File: config.mk
export PLATFORM = sky130hd
export DESIGN_NAME = pulse_width_scaler
export DESIGN_NICKNAME = d
export VERILOG_FILES = /design/src/rtl/pws_pkg.sv /design/src/rtl/pws_sync_edge.sv /design/src/rtl/pws_rate_gate.sv /design/src/rtl/pws_width_cnt.sv /design/src/rtl/pulse_width_scaler.sv
export SDC_FILE = /design/constraint.sdc
export NUM_CORES = 1
export LEC_CHECK = 0
export BUFFER_PORTS_ARGS = -buffer_cell sky130_fd_sc_hd__buf_2
export CAP_MARGIN = 20
export CELL_PAD_IN_SITES_DETAIL_PLACEMENT = 0
export CELL_PAD_IN_SITES_GLOBAL_PLACEMENT = 1
export CORE_MARGIN = 8
export CORE_UTILIZATION = 41
export CTS_CLUSTER_DIAMETER = 40
export DETAILED_ROUTE_END_ITERATION = 10
export PLACE_DENSITY = 0.69
export SYNTH_ARGS = -nofsm -noshare
export SYNTH_HDL_FRONTEND = slang
export SYNTH_SLANG_ARGS = --single-unit
File: constraint.sdc
create_clock -name clk_i -period 2.65 [get_ports clk_i]
set_clock_uncertainty 0.2 [all_clocks]
set_input_delay 0.265 -clock clk_i [delete_from_list [all_inputs] [get_ports clk_i]]
set_output_delay 0.265 -clock clk_i [all_outputs]
set_load 0.05 [all_outputs]
File: src/rtl/pws_pkg.sv
package pws_pkg;
  typedef enum logic [1:0] {
    ST_IDLE  = 2'd0,
    ST_MEAS  = 2'd1,
    ST_DRAIN = 2'd2
  } pws_state_e;
endpackage

File: src/rtl/pws_sync_edge.sv
module pws_sync_edge #(
  parameter int STAGES = 2
) (
  input  logic clk_i,
  input  logic rst_ni,
  input  logic d_i,
  output logic level_o,
  output logic rise_o,
  output logic fall_o
);
  logic [STAGES-1:0] sync_q;
  logic              prev_q;

  always_ff @(posedge clk_i or negedge rst_ni) begin
    if (!rst_ni) begin
      sync_q <= '0;
      prev_q <= 1'b0;
    end else begin
      sync_q <= {sync_q[STAGES-2:0], d_i};
      prev_q <= sync_q[STAGES-1];
    end
  end

  assign level_o = sync_q[STAGES-1];
  assign rise_o  = level_o & ~prev_q;
  assign fall_o  = ~level_o & prev_q;
endmodule

File: src/rtl/pws_rate_gate.sv
module pws_rate_gate (
  input  logic clk_i,
  input  logic rst_ni,
  input  logic preset_i,
  input  logic adv_i,
  input  logic half_i,
  output logic en_o
);
  logic tog_q;

  always_ff @(posedge clk_i or negedge rst_ni) begin
    if (!rst_ni)       tog_q <= 1'b0;
    else if (preset_i) tog_q <= 1'b1;
    else if (adv_i)    tog_q <= ~tog_q;
  end

  assign en_o = half_i ? (adv_i & tog_q) : adv_i;


  tog_alt_chk: assert property (@(posedge clk_i) disable iff (!rst_ni)
    (adv_i && !preset_i) |=> tog_q != $past(tog_q));


  half_en_alt_chk: assert property (@(posedge clk_i) disable iff (!rst_ni)
    (half_i && en_o && !preset_i) |=> !en_o);
endmodule

File: src/rtl/pws_width_cnt.sv
module pws_width_cnt #(
  parameter int CNT_W = 8
) (
  input  logic             clk_i,
  input  logic             rst_ni,
  input  logic             clr_i,
  input  logic             inc_i,
  input  logic             dec_i,
  output logic [CNT_W-1:0] cnt_o,
  output logic             sat_o
);
  localparam logic [CNT_W-1:0] CntMax = '1;

  logic [CNT_W-1:0] cnt_q, base, cnt_d;

  always_comb begin
    base  = clr_i ? '0 : cnt_q;
    sat_o = inc_i && (base == CntMax);
    if (inc_i && !sat_o)              cnt_d = base + 1'b1;
    else if (dec_i && (base != '0))   cnt_d = base - 1'b1;
    else                              cnt_d = base;
  end

  always_ff @(posedge clk_i or negedge rst_ni) begin
    if (!rst_ni) cnt_q <= '0;
    else         cnt_q <= cnt_d;
  end

  assign cnt_o = cnt_q;


  no_wrap_chk: assert property (@(posedge clk_i) disable iff (!rst_ni)
    (inc_i && !clr_i && cnt_q == CntMax) |=> cnt_q == CntMax);


  drain_step_chk: assert property (@(posedge clk_i) disable iff (!rst_ni)
    (dec_i && !inc_i && !clr_i && cnt_q != '0) |=> cnt_q == $past(cnt_q) - 1'b1);
endmodule

File: src/rtl/pulse_width_scaler.sv
module pulse_width_scaler #(
  parameter int CNT_W       = 8,
  parameter int SYNC_STAGES = 2
) (
  input  logic clk_i,
  input  logic rst_ni,
  input  logic pulse_i,
  input  logic dbl_sel_i,
  output logic pulse_o,
  output logic ovf_o
);
  import pws_pkg::*;

  localparam logic [CNT_W-1:0] CntOne = {{(CNT_W-1){1'b0}}, 1'b1};

  pws_state_e       st_q;
  logic             mode_q, pulse_q, ovf_q;
  logic             lvl, rise, fall;
  logic             gate_en, cnt_inc, cnt_dec, sat;
  logic [CNT_W-1:0] cnt;

  pws_sync_edge #(.STAGES(SYNC_STAGES)) u_sync (
    .clk_i   (clk_i),
    .rst_ni  (rst_ni),
    .d_i     (pulse_i),
    .level_o (lvl),
    .rise_o  (rise),
    .fall_o  (fall)
  );

  pws_rate_gate u_gate (
    .clk_i    (clk_i),
    .rst_ni   (rst_ni),
    .preset_i (rise),
    .adv_i    ((st_q == ST_MEAS) && lvl),
    .half_i   (!mode_q),
    .en_o     (gate_en)
  );

  // doubling counts the rise cycle itself; halving starts from zero
  assign cnt_inc = rise ? dbl_sel_i : gate_en;
  assign cnt_dec = (st_q == ST_DRAIN) && !rise;

  pws_width_cnt #(.CNT_W(CNT_W)) u_cnt (
    .clk_i  (clk_i),
    .rst_ni (rst_ni),
    .clr_i  (rise),
    .inc_i  (cnt_inc),
    .dec_i  (cnt_dec),
    .cnt_o  (cnt),
    .sat_o  (sat)
  );

  always_ff @(posedge clk_i or negedge rst_ni) begin
    if (!rst_ni) begin
      st_q    <= ST_IDLE;
      mode_q  <= 1'b0;
      pulse_q <= 1'b0;
      ovf_q   <= 1'b0;
    end else begin
      ovf_q <= ovf_q | sat;
      if (rise) begin
        st_q    <= ST_MEAS;
        mode_q  <= dbl_sel_i;
        pulse_q <= dbl_sel_i;
      end else begin
        case (st_q)
          ST_MEAS: if (fall) begin
            if (cnt == '0) begin
              st_q    <= ST_IDLE;
              pulse_q <= 1'b0;
            end else begin
              st_q    <= ST_DRAIN;
              pulse_q <= 1'b1;
            end
          end
          ST_DRAIN: if (cnt == CntOne) begin
            st_q    <= ST_IDLE;
            pulse_q <= 1'b0;
          end
          default: st_q <= ST_IDLE;
        endcase
      end
    end
  end

  assign pulse_o = pulse_q;
  assign ovf_o   = ovf_q;


  ovf_sticky_chk: assert property (@(posedge clk_i) disable iff (!rst_ni)
    ovf_o |=> ovf_o);


  dbl_meas_high_chk: assert property (@(posedge clk_i) disable iff (!rst_ni)
    (st_q == ST_MEAS && mode_q) |-> pulse_o);


  half_meas_low_chk: assert property (@(posedge clk_i) disable iff (!rst_ni)
    (st_q == ST_MEAS && !mode_q) |-> !pulse_o);


  retrigger_chk: assert property (@(posedge clk_i) disable iff (!rst_ni)
    rise |=> (st_q == ST_MEAS) && (cnt <= CntOne));


  mode_hold_chk: assert property (@(posedge clk_i) disable iff (!rst_ni)
    (st_q != ST_IDLE && !rise) |=> mode_q == $past(mode_q));


  drain_high_chk: assert property (@(posedge clk_i) disable iff (!rst_ni)
    (st_q == ST_DRAIN) |-> (pulse_o && cnt != '0));
endmodule

==> out/qor.yml <==
status: "complete, no violations"
finalHoldViolations: 0
gr-total-overflow: 0
drive_gt1_frac: 0.128
rows: 18
power_density_nw_per_um2: 906
clk_pin_slew_ns: 0.11
cp-end-kind: "register"
timing.fmax_mhz: 406
report.power.total_mw: 1.06
yosys.area_share.simple: 0.269
antenna_found_initial: 0
dp_hpwl_um: 1780
core_sq_um: 2450
gp_congestion: 0.842
yosysWarningCount: 0
via_count: 871
required_ns: 2.65
grt_setup_unrepaired: "no"
synthAdderAreaFrac: 0.0478
io_buffers: 5
ctsRootBufferMaster: "clkbuf_4"
die_area_sq_um: 4430
ios: 6
p_leak_nw: 0.517
multi_input_area_sq_um: 576
synth_cell_types: 42
track_usage: 0.122
cp_common_cell: "ha_1"
cp.arrival_ns: 2.47
cp_cell_sequence: "ha_1 > nand2b_1 > ha_1 > nor4b_1 > or4b_4 > o32a_1 > xnor2_1 > nor2_1"
dp.cells: 149
viasPerCell: 5.62
fin_crit_ns: 2.46
final_util: 0.478
holdWs_ns: 0.114
wl_per_cell_um: 15.1
netlist_instances: 114
first_pass_iters: 4
antennaDiodeCount: 0
setup_viol: 0
post_dp_cell_area_sq_um: 1120
max_cap_violations: 0
netlist.area_leader.share: 0.406
ys_top_cells_by_count: "dfrtp_1, inv_1, nor2_1"
final_area_sq_um: 1170
muxShareOfSynthArea: 0.0203
clk_latency_ns: 0.30
numCtsBuffers: 3
ant_nets: 0
syn_area_sq_um: 1050
worstMarginPinSlew_ns: 0.556
holdPathStages: 3
synth_top_family_by_area: "simple AND/OR/NAND/NOR gates"
grt_pass1_vias: 907
setup_slack_ns: 0.186
drc: 0
die_w_um: 66.5
final_cells: 155
post-place-ws_ns: 0.155
htreeDepth: 1
regArea_sq_um: 425
fillCellCount: 237
slew_violations: 0
synthToLayoutAreaGrowth_pct: 12.1
synth_nets: 122
synthMostInstantiatedCell: "dfrtp_1"
post-route-period-util: 0.930
tritoncts: "built"
fin_nets: 134
tns_ns: 0
synth-xor-area-share: 0.0335
drt_iter0_drc: 48
grt_pass1_wl_um: 4200
synth_edf_count: 0
ys_ff_latch: 17
grt_max_degree: 18
postCtsSetupBuffers: 0
die_height_um: 66.5
max-clock-path-buffers: 2
ff2ff_path_depth: 8
start_kind: "register"
worstPathMaxFanout: 8
crit_type: "register to register"
netlist_top_cells_area: "dfrtp_1, ha_1, nand2b_1"
cts_num_sinks: 17
synth_area_per_cell_sq_um: 9.19
hold_path.class: "input port to register"
slew_headroom: 0.626
critPathMaxStageDelay_ns: 0.54
async_reset_ff_frac: 1.00
peakVddDrop_mv: 0.447
initial_core_util: 0.427
synth_flop_cell: "dfrtp_1"
finalWirelength_um: 2340
yosysSeqAreaShare: 0.406
yosysTopAreaCell: "dfrtp_1"
slowest_stage: "or4b_4"
synth_compound_area_frac: 0.176
-- final timing paths --
path                                   from                to  slack [ns]
max                        u_sync.sync_q[1]    u_cnt.cnt_o[7]        0.19
min                               dbl_sel_i            mode_q        0.11
max reg2reg                u_sync.sync_q[1]    u_cnt.cnt_o[7]        0.19
min reg2reg                u_sync.sync_q[0]  u_sync.sync_q[1]        0.17
max in group asynchronous            rst_ni  u_sync.sync_q[1]        1.74
min in group asynchronous            rst_ni    u_cnt.cnt_o[6]        0.21
-- cell usage in the layout (no fill, tap or decap), drive strengths merged, types with 3 or more instances in the layout --
cell,Yosys,final
a21o,3,3
a21oi,4,4
buf,1,9
clkbuf,3,4
dfrtp,17,17
ha,4,4
inv,9,9
nand2,4,4
nand2b,6,6
nand3,3,3
nor2,7,7
nor2b,4,4
nor3,4,4
nor3b,4,4
nor4,4,4
o21ai,6,6
xnor2,3,3
-- what timing repair did --
item	in CTS	in global routing
gates resized for setup	0	1
hold endpoints to repair	18	0
endpoints found under the setup margin	0	1
hold buffers	2	0
-- layer usage --
| metal | share of wire | GRT usage | wire length [um] | up-vias |
|---|---|---|---|---|
| met3 | 0.035 | 0.0369 | 81 | 2 |
| met5 | 0 | 0 | 0 | - |
| met1 | 0.50 | 0.150 | 1170 | 422 |
| li1 | - | - | - | 437 |
| met4 | 0.0064 | 0.0480 | 15 | 0 |
| met2 | 0.46 | 0.192 | 1070 | 10 |
-- cells by family (layout without fill, tap and decap cells) --
family | Yosys count | after routing
xor gates and xnor gates | 4 | 4
adders and majority gates | 4 | 4
AOI/OAI and AO/OA | 27 | 27
and+or+nand+nor | 47 | 47
DFF | 17 | 17
muxes | 2 | 2
buffers and inverters | 13 | 24
-- worst max-delay path: cells and delay by family (launching register included) --
kind	cells	cell delay, ns
simple gates	4	0.95
fa+ha+maj	2	0.50
flops	1	0.41
compound gates	1	0.19
xor+xnor	1	0.13
-- area by class of cell --
class                      instances  area share
clock buffer                       4      0.0224
inverter                           9      0.0288
multi-input combinational         84       0.490
sequential                        17       0.362
tap                               30      0.0320
timing repair buffer              11      0.0640
-- sequential cells by signal, summed over array words and instances (netlist names) --
register and count:
u_sync.prev_q 1, st_q 2, ovf_o 1, u_cnt.cnt_o 8, u_gate.tog_q 1, u_sync.sync_q 2
mode_q 1, pulse_o 1
-- report_power, final --
| part | switching, mW | leakage, nW | total, mW | internal [mW] |
|---|---|---|---|---|
| sequential | 0.105 | 0.216 | 0.438 | 0.333 |
| combinational | 0.267 | 0.286 | 0.486 | 0.218 |
| clock | 0.0813 | 0.0150 | 0.140 | 0.0585 |
| total | 0.454 | 0.517 | 1.06 | 0.610 |
Note: power is estimated with default switching activity, not from simulation.
